==> config.mk <==
export PLATFORM = sky130hd
export DESIGN_NAME = pwmcap_unit
export DESIGN_NICKNAME = d
export VERILOG_FILES = /design/src/rtl/pwmcap_pkg.sv /design/src/rtl/pwmcap_timebase.sv /design/src/rtl/pwmcap_sync_edge.sv /design/src/rtl/pwmcap_pair.sv /design/src/rtl/pwmcap_unit.sv
export SDC_FILE = /design/constraint.sdc
export NUM_CORES = 1
export LEC_CHECK = 0
export ABC_AREA = 1
export ABC_CLOCK_PERIOD_IN_PS = 3000
export BUFFER_PORTS_ARGS = -buffer_cell sky130_fd_sc_hd__buf_2
export CAP_MARGIN = 5
export CELL_PAD_IN_SITES_DETAIL_PLACEMENT = 0
export CELL_PAD_IN_SITES_GLOBAL_PLACEMENT = 1
export CORE_MARGIN = 2
export CORE_UTILIZATION = 45
export DETAILED_ROUTE_END_ITERATION = 8
export PLACE_DENSITY_LB_ADDON = 0.1
export SLEW_MARGIN = 20
export SYNTH_ARGS = -nofsm -noshare
export SYNTH_HDL_FRONTEND = slang
export SYNTH_HIERARCHICAL = 1
export SYNTH_SLANG_ARGS = --single-unit
==> constraint.sdc <==
create_clock -name clk -period 3 [get_ports clk]
set_input_delay 0.3 -clock clk [delete_from_list [all_inputs] [get_ports clk]]
set_output_delay 0.3 -clock clk [all_outputs]
set_load 0.005 [all_outputs]
==> src/rtl/pwmcap_pkg.sv <==
package pwmcap_pkg;
  typedef enum logic [1:0] {EDIV_1 = 2'd0, EDIV_2 = 2'd1, EDIV_4 = 2'd2, EDIV_8 = 2'd3} ediv_e;

  function automatic logic [2:0] ediv_limit(input ediv_e code);
    return 3'((4'd1 << code) - 4'd1);
  endfunction
endpackage

==> src/rtl/pwmcap_timebase.sv <==
module pwmcap_timebase #(
  parameter int CNT_W = 16,
  parameter int PSC_W = 8
) (
  input  logic             clk,
  input  logic             rst_n,
  input  logic             cnt_en,
  input  logic             upd_go,
  input  logic [PSC_W-1:0] psc_in,
  input  logic [CNT_W-1:0] arr_in,
  output logic [CNT_W-1:0] cnt_o
);
  logic [PSC_W-1:0] pre_q, psc_q;
  logic [CNT_W-1:0] cnt_q, top_q;
  logic             step, wrap;

  assign step = cnt_en && (pre_q == psc_q);
  assign wrap = step && (cnt_q == top_q);

  always_ff @(posedge clk or negedge rst_n) begin
    if (!rst_n) begin
      pre_q <= '0;
      psc_q <= '0;
      cnt_q <= '0;
      top_q <= '1;
    end else if (upd_go) begin
      pre_q <= '0;
      cnt_q <= '0;
      psc_q <= psc_in;
      top_q <= arr_in;
    end else if (cnt_en) begin
      if (step) begin
        pre_q <= '0;
        if (wrap) begin
          cnt_q <= '0;
          psc_q <= psc_in;
          top_q <= arr_in;
        end else begin
          cnt_q <= cnt_q + 1'b1;
        end
      end else begin
        pre_q <= pre_q + 1'b1;
      end
    end
  end

  assign cnt_o = cnt_q;
endmodule

==> src/rtl/pwmcap_sync_edge.sv <==
module pwmcap_sync_edge #(
  parameter int NPIN = 4
) (
  input  logic            clk,
  input  logic            rst_n,
  input  logic [NPIN-1:0] pins_i,
  output logic [NPIN-1:0] rise_o,
  output logic [NPIN-1:0] fall_o
);
  for (genvar i = 0; i < NPIN; i++) begin : g_pin
    logic s1_q, s2_q, s3_q;
    always_ff @(posedge clk or negedge rst_n) begin
      if (!rst_n) begin
        s1_q <= 1'b0;
        s2_q <= 1'b0;
        s3_q <= 1'b0;
      end else begin
        s1_q <= pins_i[i];
        s2_q <= s1_q;
        s3_q <= s2_q;
      end
    end
    assign rise_o[i] = s2_q & ~s3_q;
    assign fall_o[i] = ~s2_q & s3_q;
  end
endmodule

==> src/rtl/pwmcap_pair.sv <==
module pwmcap_pair
  import pwmcap_pkg::*;
#(
  parameter int CNT_W = 16
) (
  input  logic             clk,
  input  logic             rst_n,
  input  logic [1:0]       rise_i,
  input  logic [1:0]       fall_i,
  input  logic             sel_i,
  input  logic [1:0]       div_i,
  input  logic [1:0]       arm_i,
  input  logic [CNT_W-1:0] cnt_i,
  input  logic             ready_i,
  output logic             valid_o,
  output logic [CNT_W-1:0] rise_val_o,
  output logic [CNT_W-1:0] fall_val_o,
  output logic [1:0]       ovc_o,
  output logic [1:0]       cap_o
);
  logic             src_rise, src_fall, hs;
  logic [1:0]       edge_v, unread_v, cap_v, ovc_v;
  logic [2:0]       lim;
  logic             valid_q, fall_unread_q;
  logic [CNT_W-1:0] val_w [2];

  assign src_rise = sel_i ? rise_i[1] : rise_i[0];
  assign src_fall = sel_i ? fall_i[1] : fall_i[0];
  assign edge_v   = {src_fall, src_rise};
  assign lim      = ediv_limit(ediv_e'(div_i));
  assign hs       = valid_q & ready_i;
  assign unread_v = {fall_unread_q, valid_q};

  for (genvar u = 0; u < 2; u++) begin : g_unit
    logic [2:0]       ecnt_q;
    logic [CNT_W-1:0] val_q;
    logic             ovc_q;

    assign cap_v[u] = arm_i[u] & edge_v[u] & (ecnt_q >= lim);

    always_ff @(posedge clk or negedge rst_n) begin
      if (!rst_n) begin
        ecnt_q <= '0;
        val_q  <= '0;
        ovc_q  <= 1'b0;
      end else begin
        if (!arm_i[u])      ecnt_q <= '0;
        else if (edge_v[u]) ecnt_q <= (ecnt_q >= lim) ? 3'd0 : ecnt_q + 3'd1;
        if (cap_v[u]) val_q <= cnt_i;
        if (hs)       ovc_q <= 1'b0;
        else if (cap_v[u] && unread_v[u]) ovc_q <= 1'b1;
      end
    end

    assign val_w[u] = val_q;
    assign ovc_v[u] = ovc_q;
  end

  always_ff @(posedge clk or negedge rst_n) begin
    if (!rst_n) begin
      valid_q       <= 1'b0;
      fall_unread_q <= 1'b0;
    end else begin
      valid_q       <= cap_v[0] | (valid_q & ~ready_i);
      fall_unread_q <= cap_v[1] | (fall_unread_q & ~hs);
    end
  end

  assign valid_o    = valid_q;
  assign rise_val_o = val_w[0];
  assign fall_val_o = val_w[1];
  assign ovc_o      = ovc_v;
  assign cap_o      = cap_v;
endmodule

==> src/rtl/pwmcap_unit.sv <==
module pwmcap_unit #(
  parameter int NPAIR = 2,
  parameter int CNT_W = 16,
  parameter int PSC_W = 8
) (
  input  logic                   clk,
  input  logic                   rst_n,
  input  logic [2*NPAIR-1:0]     pins,
  input  logic [NPAIR-1:0]       src_sel,
  input  logic [2*NPAIR-1:0]     in_div,
  input  logic [2*NPAIR-1:0]     cap_arm,
  input  logic                   cnt_en,
  input  logic                   upd_go,
  input  logic [PSC_W-1:0]       psc_val,
  input  logic [CNT_W-1:0]       arr_val,
  output logic [NPAIR-1:0]       pair_valid,
  input  logic [NPAIR-1:0]       pair_ready,
  output logic [NPAIR*CNT_W-1:0] pair_rise,
  output logic [NPAIR*CNT_W-1:0] pair_fall,
  output logic [2*NPAIR-1:0]     ovc_flag
);
  localparam int NPIN = 2 * NPAIR;

  logic [CNT_W-1:0] cnt_w;
  logic [NPIN-1:0]  rise_w, fall_w, cap_w;

  pwmcap_timebase #(.CNT_W(CNT_W), .PSC_W(PSC_W)) u_tb (
    .clk(clk), .rst_n(rst_n), .cnt_en(cnt_en), .upd_go(upd_go),
    .psc_in(psc_val), .arr_in(arr_val), .cnt_o(cnt_w)
  );

  pwmcap_sync_edge #(.NPIN(NPIN)) u_sync (
    .clk(clk), .rst_n(rst_n), .pins_i(pins), .rise_o(rise_w), .fall_o(fall_w)
  );

  for (genvar p = 0; p < NPAIR; p++) begin : g_pair
    pwmcap_pair #(.CNT_W(CNT_W)) u_pair (
      .clk(clk), .rst_n(rst_n),
      .rise_i(rise_w[2*p +: 2]), .fall_i(fall_w[2*p +: 2]),
      .sel_i(src_sel[p]), .div_i(in_div[2*p +: 2]), .arm_i(cap_arm[2*p +: 2]),
      .cnt_i(cnt_w), .ready_i(pair_ready[p]), .valid_o(pair_valid[p]),
      .rise_val_o(pair_rise[p*CNT_W +: CNT_W]), .fall_val_o(pair_fall[p*CNT_W +: CNT_W]),
      .ovc_o(ovc_flag[2*p +: 2]), .cap_o(cap_w[2*p +: 2])
    );
  end
endmodule

==> results.md <==
- Status: finished clean
- # IOs: 114
- Max Slew Vio Count: 0
- CTS max path bufs: 2
- Maximum VDD drop: 0.000414 V
- Number of diodes: 0
- Period utilization: 0.717
- Hold EP: g_pair[1].u_pair/valid_o
- Placer Congestion: 0.810
- Die Y: 130 µm
- CP Launch Type: flip-flop
- Pwr Total: 5.11 mW
- Syn. warnings: 6
- Die W: 130 µm
- Mean Syn Cell Area: 7.83 µm²
- Area delta synth->final: 20.2%
- Total GRT Usage: 0.219
- Worst r2r src: u_tb/cnt_o[0]
- NumNets Final: 1083
- Hold depth: 2
- Worst setup EP type: flip-flop
- Resize count post-CTS: 0
- Drc violations: 0
- Req. time, crit path: 3.32 ns
- Fmax: 465 MHz
- 1st-iter DRT viols: 360
- Die ar.: 16800 µm²
- TritonRoute pass-1 iters: 5
- Clk_lat worst skew: 0.43 ns
- Worst path cell trace: inv_2, nand2_1, nand2_1, nor2_1, nand2_1, nor2_1, nand2_2, nand2_4, nand2_4, nand2_1, nand2_1
- Starting Density: 0.464
- Post-synthesis net count: 966
- DP Cell Count: 1212
- First-pass GRT wire length: 28.7 mm
- Vias: 6013
- CP max FO: 26
- H-tree levels: 4
- Reg-to-reg endpoint: u_tb/psc_q[4]
- CTS tree: built
- Worst path arrival time: 2.47 ns
- Final setup viols: 0
- Synthesized area: 7110 µm²
- Worst reg2reg path depth: 11
- Port Buf Inserts: 113
- Max stage delay on crit path: 0.61 ns
- DR WL/cell: 13.7 µm
- R2r setup slk: 0.85 ns
- Sequential cell area: 3620 µm²
- Root buf cell: clkbuf_16
- HP Class: in -> reg
- Clk sinks: 144
- Static Leak: 4.87 nW
- Number of global-route vias before repair: 5738
- Layout fillers: 1502
- HP Start: pair_ready[1]
- Post-Layout Cell Count: 1249
- Tmin final: 2.15 ns
- Actual slew at the worst max-slew pin: 0.611 ns
- Largest net degree at the start of global routing: 62
- Clock Skew: 0.00576 ns
- Setup CP Type: reg -> reg
- GR Overflow Total: 0
- Via/cell ratio: 4.81
- Initial antenna violation count: 0
- Mapped Cells: 908
- Final WL: 17.1 mm
- Core area: 15300 µm²
- Layout cells sized above 1: 0.195
- Relative slew slack: 0.592
- Hold Violations, Final: 0
- Cell with the largest stage delay on the worst path: dfrtp_1
- Post-route ant nets: 0
- Multi-input logic area: 2870 µm²
- RSZ-0062 raised after global routing: no
- Fin Setup TNS: 0 ns
- Clock buffer count from CTS: 17
- Num rows: 45
- Max-capacitance violation count: 0
- Cell Pwr Density: 598 nW/µm²
- Clk slew on worst S/H paths: 0.06 ns
- Detailed placer's ending HPWL: 12.4 mm
- Critical path's most frequent cell: nand2_1
-- worst max path at each step --
stage | endpoint | depth (start not counted) | startpoint | slack (ns)
floorplan | g_pair[0].u_pair/rise_val_o[0] | 11 | in_div[0] | 1.36
global placement | g_pair[0].u_pair/fall_val_o[0] | 8 | in_div[1] | 0.85
detailed placement | u_tb/psc_q[4] | 11 | u_tb/cnt_o[0] | 0.82
CTS | u_tb/psc_q[0] | 11 | u_tb/cnt_o[0] | 0.81
global route | u_tb/psc_q[0] | 11 | u_tb/cnt_o[0] | 0.58
finish | u_tb/psc_q[4] | 11 | u_tb/cnt_o[0] | 0.85
-- critical path, delay by kind of cell, from the launching register on --
family | cells | cell delay [ns]
simple gates | 10 | 1.33
flops | 1 | 0.61
buf+inv | 1 | 0.10
-- cells in the final DEF (no fill, tap or decap), types with 4 or more instances in the layout --
master / instances
a21oi_1: 5
buf_2: 112
buf_4: 9
bufinv_16: 6
clkbuf_16: 17
dfrtp_1: 128
dfstp_2: 16
dlygate4sd3_1: 5
ha_1: 14
inv_1: 94
inv_2: 8
nand2_1: 382
nand2_2: 4
nand2_4: 6
nand3_1: 77
nand4_1: 22
nor2_1: 58
nor2_2: 5
nor3_1: 8
o21ai_0: 7
o21ai_1: 8
o22ai_1: 8
xor2_1: 11
-- where the power goes --
group / switching [mW] / leakage (nW) / total [mW] / internal [mW]
sequential: 0.0886 / 1.90 / 2.18 / 2.09
clock: 0.836 / 0.323 / 2.42 / 1.58
combinational: 0.321 / 2.65 / 0.519 / 0.198
total: 1.25 / 4.87 / 5.11 / 3.86
-- layer usage --
metal  GRT usage  wire, µm  up-vias
met2       0.350      7790      143
met1       0.305      8280     2786
li1            -         -     3061
met5           0         0        -
met3      0.0418       792       23
met4      0.0715       263        0
-- timing repair --
item / CTS / global route
hold buffers: 5 / 0
buffers inserted: 0 / 0
hold endpoints to repair: 62 / 0
setup endpoints to repair: 0 / 0
-- stage by stage --
stage          setup WS [ns]  utilization  cell area [µm²]  hold slack (ns)
2_1_floorplan           1.36            -             7110          0.00441
3_3_place_gp           0.854        0.511             7820            0.325
3_5_place_dp           0.825        0.511             7820            0.324
4_1_cts                0.809        0.558             8540           0.0425
5_1_grt                0.585        0.558             8540           0.0583
6_report               0.850        0.558             8540           0.0622
-- registers in the layout (all words and copies together) (netlist names), 8 cells and up --
register                     flops
g_pair.u_pair/rise_val_o        32
u_tb/top_q                      16
g_pair.u_pair/fall_val_o        32
u_tb/psc_q                       8
u_tb/pre_q                       8
g_pair.u_pair/g_unit.ecnt_q     12
u_tb/cnt_o                      16
-- layout make-up --
| cell class | instances | area share |
|---|---|---|
| multi-input cells | 629 | 0.336 |
| repair buffers | 128 | 0.0830 |
| inverters | 105 | 0.0467 |
| clock buffers | 18 | 0.0514 |
| clock inverters | 14 | 0.0275 |
| flip-flops and latches | 144 | 0.424 |
| well taps | 211 | 0.0309 |
(Power assumes the default switching activity.)
